==> src/rtl/vfg_pkg.sv <==
// Package: shared constants and types for the variable-frequency generator.
// Assumes: control words are an even number of bits so they split into two halves.
package vfg_pkg;
    localparam int unsigned VFG_CW_W   = 16;
    localparam int unsigned VFG_NUM_CH = 2;
    typedef logic [VFG_CW_W-1:0] vfg_word_t;
endpackage

==> src/rtl/vfg_cword_reg.sv <==
// Module: vfg_cword_reg
// Holds one channel's control word, written one half at a time.
// Assumes: strobes are synchronous to clk; both strobes in one cycle load both halves.
module vfg_cword_reg #(
    parameter int unsigned CW_W   = vfg_pkg::VFG_CW_W,
    localparam int unsigned HALF_W = CW_W / 2
) (
    input  logic              clk,
    input  logic              rst_n,
    input  logic              wr_hi,
    input  logic              wr_lo,
    input  logic [HALF_W-1:0] wr_byte,
    output logic [CW_W-1:0]   cword
);

    // Load whichever halves are strobed; clear on reset.
    always_ff @(posedge clk) begin
        if (!rst_n) begin
            cword <= '0;
        end else begin
            if (wr_hi) cword[CW_W-1:HALF_W] <= wr_byte;
            if (wr_lo) cword[HALF_W-1:0]    <= wr_byte;
        end
    end

    // upper strobe lands the byte in the upper half
    assert_hi_load_R1: assert property (@(posedge clk) disable iff (!rst_n)
        wr_hi |=> cword[CW_W-1:HALF_W] == $past(wr_byte));

    // lower half keeps its value without its own strobe
    assert_lo_hold_R1: assert property (@(posedge clk) disable iff (!rst_n)
        !wr_lo |=> cword[HALF_W-1:0] == $past(cword[HALF_W-1:0]));

endmodule

==> src/rtl/vfg_incr.sv <==
// Module: vfg_incr
// Derives the phase increment from the control word: the word itself in the
// lower half of the range, else its two's complement.
// Assumes: purely combinational; the caller registers nothing here.
module vfg_incr #(
    parameter int unsigned CW_W = vfg_pkg::VFG_CW_W
) (
    input  logic [CW_W-1:0] cword,
    output logic [CW_W-1:0] incr
);

    // Select the magnitude for words with the top bit set.
    always_comb begin
        if (cword[CW_W-1]) incr = (~cword) + 1'b1;
        else               incr = cword;
    end

endmodule

==> src/rtl/vfg_accum.sv <==
// Module: vfg_accum
// Phase accumulator for one channel: adds the increment each clock while
// running, exposes the top bit as the waveform and flags its rising edges.
// Assumes: increment never exceeds half the accumulator range, so the top bit
// cannot rise on two consecutive clocks.
module vfg_accum #(
    parameter int unsigned CW_W = vfg_pkg::VFG_CW_W
) (
    input  logic            clk,
    input  logic            rst_n,
    input  logic            start,
    input  logic [CW_W-1:0] incr,
    output logic            wave,
    output logic            tick
);

    localparam logic [CW_W-1:0] HALF_SPAN = {1'b1, {(CW_W-1){1'b0}}};

    logic [CW_W-1:0] phase;
    logic            msb_d;

    // Advance the phase while running; hold it at zero otherwise.
    always_ff @(posedge clk) begin
        if (!rst_n || !start) begin
            phase <= '0;
            msb_d <= 1'b0;
        end else begin
            phase <= phase + incr;
            msb_d <= phase[CW_W-1];
        end
    end

    // Waveform is the phase top bit; tick marks its 0-to-1 step.
    always_comb begin
        wave = phase[CW_W-1];
        tick = phase[CW_W-1] & ~msb_d;
    end

    // stopped channel is cleared on the next clock
    assert_idle_clear_R8: assert property (@(posedge clk) disable iff (!rst_n)
        !start |=> (phase == '0 && !wave && !tick));

    // tick never lasts two cycles
    assert_tick_single_R5: assert property (@(posedge clk) disable iff (!rst_n)
        tick |=> !tick);

    // tick only where the waveform has just risen
    assert_tick_edge_R5: assert property (@(posedge clk) disable iff (!rst_n)
        tick |-> (wave && !$past(wave)));

    // derived increment stays within half the range
    assert_incr_bound_R3: assert property (@(posedge clk) disable iff (!rst_n)
        incr <= HALF_SPAN);

    // zero increment from zero phase stays at zero
    assert_zero_hold_R7: assert property (@(posedge clk) disable iff (!rst_n)
        (start && incr == '0 && phase == '0) |=> (phase == '0 && !wave));

endmodule

==> src/rtl/varfreq_gen.sv <==
// Module: varfreq_gen
// Multi-channel control-word variable-frequency generator: per channel a
// byte-written word register, increment derivation and phase accumulator.
// Assumes: all channels share one reference clock and one write byte bus.
module varfreq_gen #(
    parameter int unsigned NUM_CH = vfg_pkg::VFG_NUM_CH,
    parameter int unsigned CW_W   = vfg_pkg::VFG_CW_W,
    localparam int unsigned HALF_W = CW_W / 2
) (
    input  logic              clk,
    input  logic              rst_n,
    input  logic [NUM_CH-1:0] run,
    input  logic [NUM_CH-1:0] wr_hi,
    input  logic [NUM_CH-1:0] wr_lo,
    input  logic [HALF_W-1:0] wr_byte,
    output logic [NUM_CH-1:0] wave,
    output logic [NUM_CH-1:0] tick
);

    // One independent generator slice per channel.
    for (genvar c = 0; c < NUM_CH; c++) begin : g_ch
        logic [CW_W-1:0] cword;
        logic [CW_W-1:0] incr;

        vfg_cword_reg #(.CW_W(CW_W)) u_word (
            .clk     (clk),
            .rst_n   (rst_n),
            .wr_hi   (wr_hi[c]),
            .wr_lo   (wr_lo[c]),
            .wr_byte (wr_byte),
            .cword   (cword)
        );

        vfg_incr #(.CW_W(CW_W)) u_incr (
            .cword (cword),
            .incr  (incr)
        );

        vfg_accum #(.CW_W(CW_W)) u_acc (
            .clk   (clk),
            .rst_n (rst_n),
            .start (run[c]),
            .incr  (incr),
            .wave  (wave[c]),
            .tick  (tick[c])
        );
    end

endmodule

==> config.mk <==
export PLATFORM = sky130hd
export DESIGN_NAME = varfreq_gen
export DESIGN_NICKNAME = d
export VERILOG_FILES = /design/src/rtl/vfg_pkg.sv /design/src/rtl/vfg_cword_reg.sv /design/src/rtl/vfg_incr.sv /design/src/rtl/vfg_accum.sv /design/src/rtl/varfreq_gen.sv
export SDC_FILE = /design/constraint.sdc
export NUM_CORES = 1
export LEC_CHECK = 0
export ABC_AREA = 1
export ABC_CLOCK_PERIOD_IN_PS = 3100
export BUFFER_PORTS_ARGS = -buffer_cell sky130_fd_sc_hd__buf_2
export CAP_MARGIN = 5
export CORE_ASPECT_RATIO = 1.75
export CORE_MARGIN = 2
export CORE_UTILIZATION = 40
export CTS_CLUSTER_DIAMETER = 120
export CTS_CLUSTER_SIZE = 14
export DETAILED_ROUTE_END_ITERATION = 8
export MAX_ROUTING_LAYER = met4
export PLACE_DENSITY = 0.66
export SLEW_MARGIN = 20
export SYNTH_ARGS = -nofsm -noshare
export SYNTH_HDL_FRONTEND = slang
export SYNTH_HIERARCHICAL = 1
export SYNTH_SLANG_ARGS = --single-unit
==> constraint.sdc <==
create_clock -name clk -period 3.1 [get_ports clk]
set_input_delay 0.155 -clock clk [delete_from_list [all_inputs] [get_ports clk]]
set_output_delay 0.155 -clock clk [all_outputs]
set_load 0.1 [all_outputs]
=== After elaboration in Yosys (flattened, before gate mapping) ===
Index checks and enable logic that the tools add are counted.

* Add/sub/neg operators: 4
* Mux-type cells: 2
* Bitwise logic cells: 6
* Reduce and logical (&&, ||, !) cells: 5

{| class="wikitable"
|+ Operators by type and width
! cell !! number
|-
| $add A16 B1 Y16 const B || 2
|-
| $add A16 B16 Y16 || 2
|-
| $mux W16 || 2
|-
| $not A16 Y16 || 2
|-
| $logic_not A1 Y1 || 3
|-
| $and A1 B1 Y1 || 2
|-
| $logic_or A1 B1 Y1 || 2
|-
| $not A1 Y1 || 2
|}

* Register bits: 66
* Input port bits: 16
* Output and inout port bits: 4

=== Depth between registers and ports, before layout ===
Gate-level depths: netlist (run 1).

* Depth in word-level cells: 4
* Gate-level depth with buffers: 17

=== Cells and area by module ===
The synthesis (run 1) kept the hierarchy.

{| class="wikitable"
|+ By module, submodules not included
! module !! instances !! cells each !! area an instance (um2)
|-
| vfg_accum || 2 || 215 || 1,342.5
|-
| vfg_cword_reg || 2 || 94 || 675.6
|-
| vfg_incr || 2 || 90 || 427.9
|}

=== Worst setup path before layout (run 1) ===
No wires, ideal clock.

* Kind: reg-to-output
* From: register g_ch[0].u_acc.phase[15]
* To: output port tick[0]
* Arrival time: 2,382 ps
* Data required time: 2,945 ps
* Path slack: 563 ps
* Cell stages (with the launch flop): 3
* Path buffers: 0
* Cell sequence: dfxtp_1 inv_1 nor2_1

* Longest elaborated chain between the ends: 1

{| class="wikitable"
|+ Ends and longest elaborated chain
! item !! line !! source
|-
| start, declared || vfg_accum.sv:19 || <nowiki>logic [CW_W-1:0] phase;</nowiki>
|-
| start signal, assigned || vfg_accum.sv:28 || <nowiki>phase <= phase + incr;</nowiki>
|-
| $and A1 B1 Y1 || vfg_accum.sv:36 || <nowiki>tick = phase[CW_W-1] & ~msb_d;</nowiki>
|-
| end, declared || varfreq_gen.sv:17 || <nowiki>output logic [NUM_CH-1:0] tick</nowiki>
|}

No other way between the ends.

=== Worst setup path in the final report (run 1) ===
* From: register g_ch[1].u_word.cword[15]
* To: register g_ch[1].u_acc.phase[13]

* Longest elaborated chain between the ends: 2

{| class="wikitable"
|+ Ends and longest elaborated chain
! item !! line !! source
|-
| start, declared || vfg_cword_reg.sv:13 || <nowiki>output logic [CW_W-1:0] cword</nowiki>
|-
| start signal, assigned by index || vfg_cword_reg.sv:21 || <nowiki>if (wr_hi) cword[CW_W-1:HALF_W] <= wr_byte;</nowiki>
|-
| start signal, assigned by index || vfg_cword_reg.sv:22 || <nowiki>if (wr_lo) cword[HALF_W-1:0] <= wr_byte;</nowiki>
|-
| $mux W16 || vfg_incr.sv:14 || <nowiki>if (cword[CW_W-1]) incr = (~cword) + 1'b1;</nowiki>
|-
| named net g_ch[1].incr[12] || varfreq_gen.sv:23 || <nowiki>logic [CW_W-1:0] incr;</nowiki>
|-
| $add A16 B16 Y16 || vfg_accum.sv:28 ||
|-
| end signal, assigned || vfg_accum.sv:28 ||
|-
| end, declared || vfg_accum.sv:19 ||
|}

The timed path passes the listed nets, and every way through them passes these cells.
A chain may end at the register's enable or synchronous reset.

==> results of run 1 <==
==> registers in the layout, indices dropped and copies added, names as in the netlist <==
| name | count |
|---|---|
| g_ch.u_acc/phase | 32 |
| g_ch.u_acc/msb_d | 2 |
| g_ch.u_word/cword | 32 |
==> logic make-up (layout without fill, tap and decap cells) <==
logic type	count (synthesis)	in the layout
AO/OA/AOI/OAI	58	58
XOR/XNOR	14	14
adder cells (fa/ha/maj)	34	34
buffers and inverters	142	158
flip-flops	66	66
other	0	2
AND/OR/NAND/NOR	484	484
==> final cells by class <==
type                    instances  area, um2  share of cell area [%]
multi-input cells             590       2905                   55.02
flip-flops and latches         66       1321                   25.02
inverters                     122      457.9                   8.673
clock buffers                   9      225.2                   4.265
well taps                     165      206.4                   3.910
repair buffers                 20      102.6                   1.943
clock inverters                 7      56.30                   1.066
diodes                          2      5.005                 0.09479
==> power by group <==
group / leakage, uW / internal [uW] / switching [uW]
Sequential: 0.000544 / 913 / 52.1
Combinational: 0.00221 / 238 / 455
Clock: 0.000124 / 544 / 416
==> Yosys cell counts <==
cell type	n	area share, %
o21bai_4	2	0.77
buf_2	2	0.20
nor2_1	142	11
or2_0	2	0.26
o21ai_2	2	0.36
xor2_1	4	0.72
a21oi_4	2	0.66
ha_1	32	8.2
nor3_2	6	1.2
o21ai_1	2	0.20
nand4_1	4	0.51
nand2_1	268	21
nand3b_1	6	0.92
xnor2_1	10	1.8
fa_1	2	0.82
inv_1	118	9.1
buf_4	4	0.61
buf_6	6	1.4
nand2_2	16	2.0
dfxtp_1	66	27
and2_2	2	0.31
clkbuf_2	2	0.20
inv_2	4	0.31
o21ai_0	18	1.8
nor3b_1	2	0.31
or2_1	2	0.26
nand3_1	34	3.5
buf_8	6	1.8
a21oi_1	32	3.3
==> metal layers <==
metal	wire (um)	share of wire (%)	track usage, %
met1	4311	38	17.07
met2	6385	56	37.95
met3	359	3.1	4.057
met4	371	3.2	9.077
met5	0	0	-
==> worst max-delay path, cell delays in order (launching register included) <==
cell and delay, ns:
dfxtp_1 0.67, o21ai_0 0.33, nand4_1 0.18, nand2_1 0.08, ha_1 0.37, nand2_1 0.20, inv_1 0.06, nand2_1 0.06
nand2_1 0.04, a21oi_1 0.17, nand3_1 0.09, nand2_1 0.07, nor2_1 0.04
==> stage by stage <==
step | setup slack (ns) | cell area [um2] | total power [uW] | hold WS (ns) | util, %
2_1_floorplan | 0.5629 | 4892 | 1546 | 0.3497 | -
5_1_grt | 0.3451 | 5280 | 2789 | 0.1657 | 43.99
6_report | 0.6476 | 5280 | 2618 | 0.1290 | 43.99
3_5_place_dp | 0.6444 | 4994 | 1675 | 0.4805 | 41.60
4_1_cts | 0.6449 | 5275 | 2646 | 0.1242 | 43.95
3_3_place_gp | 0.6730 | 4994 | 1669 | 0.4707 | 41.60
==> path summary, 6_finish.rpt <==
| kind | end | cells past startpoint |
|---|---|---|
| worst max-delay path | g_ch[1].u_acc/phase[13] | 12 |
| worst min-delay path | g_ch[1].u_word/cword[10] | 5 |
| worst max register to register | g_ch[1].u_acc/phase[13] | 12 |
| worst min register to register | g_ch[1].u_word/cword[1] | 2 |
==> results.sh, run 1 <==
export IMPL_status="complete, no violations"
export IMPL_synthXorXnorAreaFrac_pct=2.506
export IMPL_wl_per_cell_um=11.65
export IMPL_syn_nets=848
export IMPL_firstDrtPassIters=4
export IMPL_setup_violations=0
export IMPL_ir_worst_vdd_mv=0.2664
export IMPL_dp_cells=963
export IMPL_grt_pass1_vias=4439
export IMPL_cts_htree_levels=3
export IMPL_synth_fa_ha_area_share_pct=9.003
export IMPL_cts_buffers=9
export IMPL_seq_area_frac_synth_pct=27.01
export IMPL_worstPathArrival_ns=2.69
export IMPL_mappedNetlistArea_um2=4892
export IMPL_core_um2=12000
export IMPL_drc=0
export IMPL_worst_setup_path_start_kind="flop"
export IMPL_skew_ns=0.006385
export IMPL_final_common_cell="nand2_1"
export IMPL_drive_gt1_share_pct=8.600
export IMPL_fin_crit_ns=2.452
export IMPL_synthSimpleGateAreaFrac_pct=40.77
export IMPL_rows=53
export IMPL_power_density_nw_per_um2=495.9
export IMPL_postRouteWirelength_um=11430
export IMPL_r2r_start="g_ch[1].u_word/cword[15]"
export IMPL_hold_viol=0
export IMPL_worst_pin_slew_ns=0.5545
export IMPL_critical_path_required_ns=3.34
export IMPL_worst_path_max_fanout=18
export IMPL_grt_max_degree=35
export IMPL_dieArea_um2=13170
export IMPL_dp_hpwl_um=9173
export IMPL_die_h_um=150.3
export IMPL_synth_top_family_by_area="simple AND/OR/NAND/NOR gates"
export IMPL_setup_tns_ns=0
export IMPL_synth_warnings=6
export IMPL_grt_usage_pct=19.48
export IMPL_synth_cell_types=29
export IMPL_r2r_slack_ns=0.65
export IMPL_clk_latency_ns=0.34
export IMPL_cts_sinks=66
export IMPL_post_route_period_util_pct=79.11
export IMPL_p_leak_uw=0.002877
export IMPL_slew_violations=0
export IMPL_synth_compound_area_share_pct=7.110
export IMPL_worstHoldStart="wr_byte[2]"
export IMPL_timing_fmax_mhz=407.8
export IMPL_drtIter0Drc=165
export IMPL_layout_common_cells="nand2_1, nor2_1, inv_1"
export IMPL_fill_cells=1275
export IMPL_stdcell_count=981
export IMPL_die_w_um=87.60
export IMPL_areaGrowthSynthToFinish_pct=7.928
export IMPL_cts_repair_resized=0
export IMPL_grt_pass1_wl_um=19350
export IMPL_fin_nets=859
export IMPL_gp_congestion=0.9081
export IMPL_clockBufferDepth=2
export IMPL_syn_area_per_cell_um2=6.131
export IMPL_syn_inst=798
export IMPL_synth_seq_cells=66
export IMPL_via_per_inst=4.634
export IMPL_rsz0062_at_grt="false"
export IMPL_port_buffers=19
export IMPL_slew_headroom_pct=62.98
export IMPL_ios=20
export IMPL_crit_type="flop to flop"
export IMPL_hp_class="input pin to flop"
export IMPL_grt_overflow=0
export IMPL_root_buffer="clkbuf_16"
export IMPL_maxCapViolCount=0
export IMPL_crit_path_end_kind="flop"
export IMPL_crit_start="g_ch[1].u_word/cword[15]"
export IMPL_cts_setup_buffers=0
export IMPL_cts_tree="done"
export IMPL_clkTransAtPathRegs_ns=0.06
export IMPL_ctsHoldBuffers=0
export IMPL_via_count=4546
export IMPL_synthMuxAreaShare_pct=0
export IMPL_start_util_pct=40.76
export IMPL_route_antenna_remaining_nets=0
export IMPL_antenna_found_initial=2
Power figures use the tool's default switching activity.
==> run 2: changes to the inputs <==
--- a/config.mk
+++ b/config.mk
@@ -6,7 +6,7 @@
 export NUM_CORES = 1
 export LEC_CHECK = 0
 export ABC_AREA = 1
-export ABC_CLOCK_PERIOD_IN_PS = 3100
+export ABC_CLOCK_PERIOD_IN_PS = 2500
 export BUFFER_PORTS_ARGS = -buffer_cell sky130_fd_sc_hd__buf_2
 export CAP_MARGIN = 5
 export CORE_ASPECT_RATIO = 1.75
==> constraint.sdc (replaced) <==
create_clock -name clk -period 2.5 [get_ports clk]
set_input_delay 0.125 -clock clk [delete_from_list [all_inputs] [get_ports clk]]
set_output_delay 0.125 -clock clk [all_outputs]
set_load 0.1 [all_outputs]
==> results.sh, run 2 (synthesized netlist as in run 1, its figures left out) <==
export IMPL_route_antenna_remaining_nets=0
export IMPL_final_area_um2=5381
export IMPL_core_um2=12000
export IMPL_drc=0
export IMPL_ios=20
export IMPL_via_count=4581
export IMPL_n_antenna_cell=0
export IMPL_dp_cells=966
export IMPL_hp_class="input pin to flop"
export IMPL_cts_tree="done"
export IMPL_worst_pin_slew_ns=0.4867
export IMPL_dp_hpwl_um=9384
export IMPL_clockBufferDepth=2
export IMPL_areaGrowthSynthToFinish_pct=10.00
export IMPL_worst_path_max_fanout=5
export IMPL_via_per_inst=4.665
export IMPL_cts_repair_resized=0
export IMPL_rsz0062_at_grt="true"
export IMPL_post_route_period_util_pct=91.22
export IMPL_multiInputGateArea_um2=2943
export IMPL_cts_buffers=9
export IMPL_path_cells="inv_1 -> ha_1 -> nand2_1 -> o21bai_4 -> nand3_1 -> nand2_1 -> nand2_1 -> ha_1 -> nand2_1 -> nand2_1 -> nand2_1 -> nand2_1 -> a21oi_1 -> nand3_1 -> nand2_1 -> nor2_1"
export IMPL_ff2ff_path_depth=16
export IMPL_cp_slowest_cell="ha_1"
export IMPL_slew_headroom_pct=67.78
export IMPL_fill_cells=1296
export IMPL_grt_max_degree=30
export IMPL_final_util_pct=44.83
export IMPL_drtIter0Drc=182
export IMPL_setup_tns_ns=0
export IMPL_grt_pass1_vias=4297
export IMPL_clkTransAtPathRegs_ns=0.06
export IMPL_power_density_nw_per_um2=647.4
export IMPL_crit_path_end_kind="flop"
export IMPL_worstPathArrival_ns=2.50
export IMPL_max_stage_delay_ns=0.38
export IMPL_fin_nets=863
export IMPL_timing_fmax_mhz=438.5
export IMPL_crit_type="flop to flop"
export IMPL_die_h_um=150.3
export IMPL_skew_ns=0.005502
export IMPL_postRouteWirelength_um=11710
export IMPL_hold_path_end="g_ch[1].u_word/cword[5]"
export IMPL_timing_rr_end="g_ch[0].u_acc/phase[15]"
export IMPL_whs_path_depth=5
export IMPL_p_leak_uw=0.002928
export IMPL_grt_usage_pct=19.41
export IMPL_grt_pass1_wl_um=19170
export IMPL_dieArea_um2=13170
export IMPL_fin_crit_ns=2.281
export IMPL_drive_gt1_share_pct=9.914
export IMPL_layout_common_cells="nand2_1, nor2_1, inv_1"
export IMPL_slew_violations=0
export IMPL_seq_area_um2=1321
export IMPL_status="complete, no violations"
export IMPL_critical_path_required_ns=2.72
export IMPL_cts_sinks=66
export IMPL_rows=53
export IMPL_cts_setup_buffers=0
export IMPL_cpMostUsedCell="nand2_1"
export IMPL_stdcell_count=982
export IMPL_die_w_um=87.60
export IMPL_ir_worst_vdd_mv=0.3597
export IMPL_port_buffers=19
export IMPL_root_buffer="clkbuf_16"
export IMPL_cts_htree_levels=3
export IMPL_start_util_pct=40.76
export IMPL_final_common_cell="nand2_1"
export IMPL_antenna_found_initial=0
export IMPL_ctsHoldBuffers=0
export IMPL_maxCapViolCount=0
export IMPL_worstHoldStart="wr_byte[5]"
export IMPL_r2r_slack_ns=0.22
export IMPL_r2r_start="g_ch[0].u_word/cword[0]"
export IMPL_gp_congestion=0.9009
export IMPL_firstDrtPassIters=4
export IMPL_setup_violations=0
export IMPL_grt_overflow=0
export IMPL_worst_setup_path_start_kind="flop"
export IMPL_reg_top3="g_ch.u_acc/phase: 32 flops, g_ch.u_word/cword: 32 flops, g_ch.u_acc/msb_d: 2 flops"
export IMPL_clk_latency_ns=0.33
export IMPL_placed_area_um2=5021
export IMPL_hold_viol=0
export IMPL_wl_per_cell_um=11.92
export IMPL_total_power_uw=3484
run 2: cell types whose count changed in the layout (fill, tap and decap cells not counted), moves of 3 or more:
cell | before | now
nor2_1 | 142 | 139
buf_4 | 1 | 4
nor2_2 | 0 | 3
clkinv_4 | 3 | 0
run 2: how the worst max path moves through the flow:
stage / cells past startpoint / end / slack (ns) / startpoint
2_1_floorplan: 2 / tick[0] / 0.43 / g_ch[0].u_acc/phase[15]
3_3_place_gp: 16 / g_ch[0].u_acc/phase[13] / 0.11 / g_ch[0].u_word/cword[0]
3_5_place_dp: 16 / g_ch[0].u_acc/phase[13] / 0.08 / g_ch[0].u_word/cword[0]
4_1_cts: 16 / g_ch[0].u_acc/phase[13] / 0.08 / g_ch[0].u_word/cword[0]
5_1_grt: 15 / g_ch[0].u_acc/phase[12] / 0.003 / g_ch[0].u_word/cword[0]
6_report: 16 / g_ch[0].u_acc/phase[15] / 0.22 / g_ch[0].u_word/cword[0]
run 2: layer usage:
metal	global-route usage, %	up-vias	share of wire [%]
met5	-	-	0
met4	8.923	0	3.2
met3	2.961	27	2.0
met2	37.73	56	57
met1	17.81	2037	37
li1	-	2461	-
run 2: critical path, delay by kind of cell, from the launching register on:
family | cells | cell delay (ns)
AOI/OAI and AO/OA | 2 | 0.38
adders and majority gates | 2 | 0.54
buffers and inverters | 1 | 0.07
DFF | 1 | 0.32
and+or+nand+nor | 11 | 0.87
run 2: metrics by stage:
stage / hold WS, ns / worst slack [ns]
4_1_cts: 0.1088 / 0.08131
3_3_place_gp: 0.4518 / 0.1058
6_report: 0.1231 / 0.2194
2_1_floorplan: 0.3197 / 0.4304
3_5_place_dp: 0.4544 / 0.07611
5_1_grt: 0.1358 / 0.003121
run 2: power by group:
group | total [uW] | internal, uW | switching, uW
sequential | 1190 | 1130 | 60.4
combinational | 897 | 307 | 591
clock | 1390 | 922 | 472
run 2: area by class of cell:
| cell class | instances | area share, % |
|---|---|---|
| Sequential cell | 66 | 24.55 |
| Multi-Input combinational cell | 591 | 54.68 |
| Inverter | 122 | 8.510 |
| Timing Repair Buffer | 23 | 2.325 |
| Tap cell | 165 | 3.836 |
| Clock buffer | 11 | 4.697 |
| Clock inverter | 4 | 1.395 |
==> run 3: changes to the inputs <==
--- a/config.mk
+++ b/config.mk
@@ -12,11 +12,9 @@
 export CORE_ASPECT_RATIO = 1.75
 export CORE_MARGIN = 2
 export CORE_UTILIZATION = 40
-export CTS_CLUSTER_DIAMETER = 120
 export CTS_CLUSTER_SIZE = 14
 export DETAILED_ROUTE_END_ITERATION = 8
 export MAX_ROUTING_LAYER = met4
-export PLACE_DENSITY = 0.66
 export SLEW_MARGIN = 20
 export SYNTH_ARGS = -nofsm -noshare
 export SYNTH_HDL_FRONTEND = slang
==> results.sh, run 3 (synthesized netlist as in run 1, its figures left out) <==
export IMPL_grt_pass1_vias=4240
export IMPL_areaGrowthSynthToFinish_pct=9.284
export IMPL_intPower_uw=2119
export IMPL_drive_gt1_share_pct=10.64
export IMPL_layout_common_cells="nand2_1, nor2_1, inv_1"
export IMPL_fill_cells=1336
export IMPL_antenna_found_initial=1
export IMPL_crit_path_end_kind="flop"
export IMPL_p_leak_uw=0.002896
export IMPL_power_density_nw_per_um2=613.0
export IMPL_clkTransAtPathRegs_ns=0.06
export IMPL_dieArea_um2=13170
export IMPL_start_util_pct=40.76
export IMPL_cts_sinks=66
export IMPL_final_common_cell="nand2_1"
export IMPL_via_per_inst=4.562
export IMPL_r2r_slack_ns=0.18
export IMPL_n_antenna_cell=0
export IMPL_timing_fmax_mhz=431.8
export IMPL_worst_pin_slew_ns=0.4893
export IMPL_stdcell_count=983
export IMPL_p_clk_share_pct=36.4
export IMPL_critical_path_required_ns=2.73
export IMPL_postRouteWirelength_um=11600
export IMPL_hp_class="input pin to flop"
export IMPL_slew_headroom_pct=67.60
export IMPL_cts_tree="done"
export IMPL_grt_pass1_wl_um=19000
export IMPL_status="complete, no violations"
export IMPL_grt_max_degree=33
export IMPL_setup_tns_ns=0
export IMPL_cts_htree_levels=3
export IMPL_clockBufferDepth=2
export IMPL_setup_violations=0
export IMPL_firstDrtPassIters=4
export IMPL_ios=20
export IMPL_pwr_share_seq_pct=36.5
export IMPL_rows=53
export IMPL_reg_top3="g_ch.u_acc/phase: 32 flops, g_ch.u_word/cword: 32 flops, g_ch.u_acc/msb_d: 2 flops"
export IMPL_port_buffers=19
export IMPL_dp_hpwl_um=9236
export IMPL_whs_ns=0.1085
export IMPL_gp_congestion=0.8828
export IMPL_worst_path_max_fanout=5
export IMPL_core_um2=12000
export IMPL_skew_ns=0.01056
export IMPL_power_combinational_fraction_pct=27.1
export IMPL_crit_type="flop to flop"
export IMPL_slew_violations=0
export IMPL_worstPathArrival_ns=2.55
export IMPL_drtIter0Drc=178
export IMPL_post_route_period_util_pct=92.64
export IMPL_grt_usage_pct=19.38
export IMPL_via_count=4484
export IMPL_switching_share_pct=35.35
export IMPL_post_place_ws_ns=0.1792
export IMPL_root_buffer="clkbuf_16"
export IMPL_dp_cells=965
export IMPL_maxCapViolCount=0
export IMPL_clk_latency_ns=0.34
export IMPL_grt_overflow=0
export IMPL_fin_ws_ns=0.1841
export IMPL_wl_per_cell_um=11.80
export IMPL_hold_viol=0
export IMPL_ir_worst_vdd_mv=0.3260
export IMPL_die_w_um=87.60
export IMPL_route_antenna_remaining_nets=0
export IMPL_fin_crit_ns=2.316
export IMPL_fin_nets=863
export IMPL_power_net_switching_uw=1158
export IMPL_worst_setup_path_start_kind="flop"
export IMPL_drc=0
export IMPL_die_h_um=150.3
export IMPL_cts_buffers=9
export IMPL_ctsHoldBuffers=0
-- run 3: cell count changes in the layout (fill, tap and decap cells not counted), sizes merged --
cell      previous run  this run
inv                122       124
clkbuf              11         9
clkinv               0         2
clkinvlp             2         3
o21bai               3         4
bufinv               2         0
buf                 23        22
-- run 3: power groups by stage --
stage / logic (uW) / clock network, uW / registers [uW]
after global routing: 1030 / 1270 / 1210
after CTS: 870 / 1230 / 1200
after global placement: 862 / 0 / 1220
final: 889 / 1190 / 1200
after floorplan: 713 / 0 / 1200
after detailed placement: 865 / 0 / 1220
-- run 3: path summary, 6_finish.rpt --
| path | end | cells past startpoint | startpoint |
|---|---|---|---|
| max | g_ch[1].u_acc/phase[15] | 16 | g_ch[1].u_word/cword[0] |
| min | g_ch[0].u_acc/msb_d | 3 | run[0] |
| max reg2reg | g_ch[1].u_acc/phase[15] | 16 | g_ch[1].u_word/cword[0] |
| min reg2reg | g_ch[1].u_word/cword[1] | 2 | g_ch[1].u_word/cword[1] |
-- run 3: layout make-up --
type | count | area (um2) | area share [%]
Clock buffer | 9 | 225.2 | 4.212
Multi-Input combinational cell | 592 | 2962 | 55.39
Inverter | 122 | 457.9 | 8.565
Tap cell | 165 | 206.4 | 3.861
Clock inverter | 7 | 53.80 | 1.006
Sequential cell | 66 | 1324 | 24.76
Timing Repair Buffer | 22 | 117.6 | 2.200
-- run 3: critical path: stages, from the launching register on --
cell and delay (ns):
dfxtp_1 0.32, inv_1 0.08, ha_1 0.18, nand2_2 0.12
o21bai_4 0.24, nand3_1 0.10, nand2_1 0.07, nand2_1 0.07
ha_1 0.33, nand2_1 0.16, inv_1 0.06, nand2_1 0.06
nand2_1 0.06, a21oi_1 0.17, nand3_1 0.10, nand2_1 0.06
nor2_1 0.04
-- run 3: timing repair --
action / 4_1_cts / 5_1_grt
setup buffers: 0 / 0
gates resized for setup: 0 / 12
setup endpoints to repair: 0 / 7
-- run 3: metal layers --
| layer | track usage (%) | part of all wire, % | vias up |
|---|---|---|---|
| li1 | - | - | 2463 |
| met1 | 17.71 | 38 | 1942 |
| met2 | 37.50 | 57 | 57 |
| met3 | 3.344 | 1.9 | 22 |
| met4 | 8.846 | 3.4 | 0 |
| met5 | - | 0 | - |
-- run 3: metrics by stage --
stage	utilization [%]	instance area [um2]	power, uW
final	44.54	5346	3277
after CTS	44.09	5293	3293
after global placement	41.77	5014	2083
after detailed placement	41.77	5014	2086
after floorplan	-	4897	1918
after global routing	44.54	5346	3505
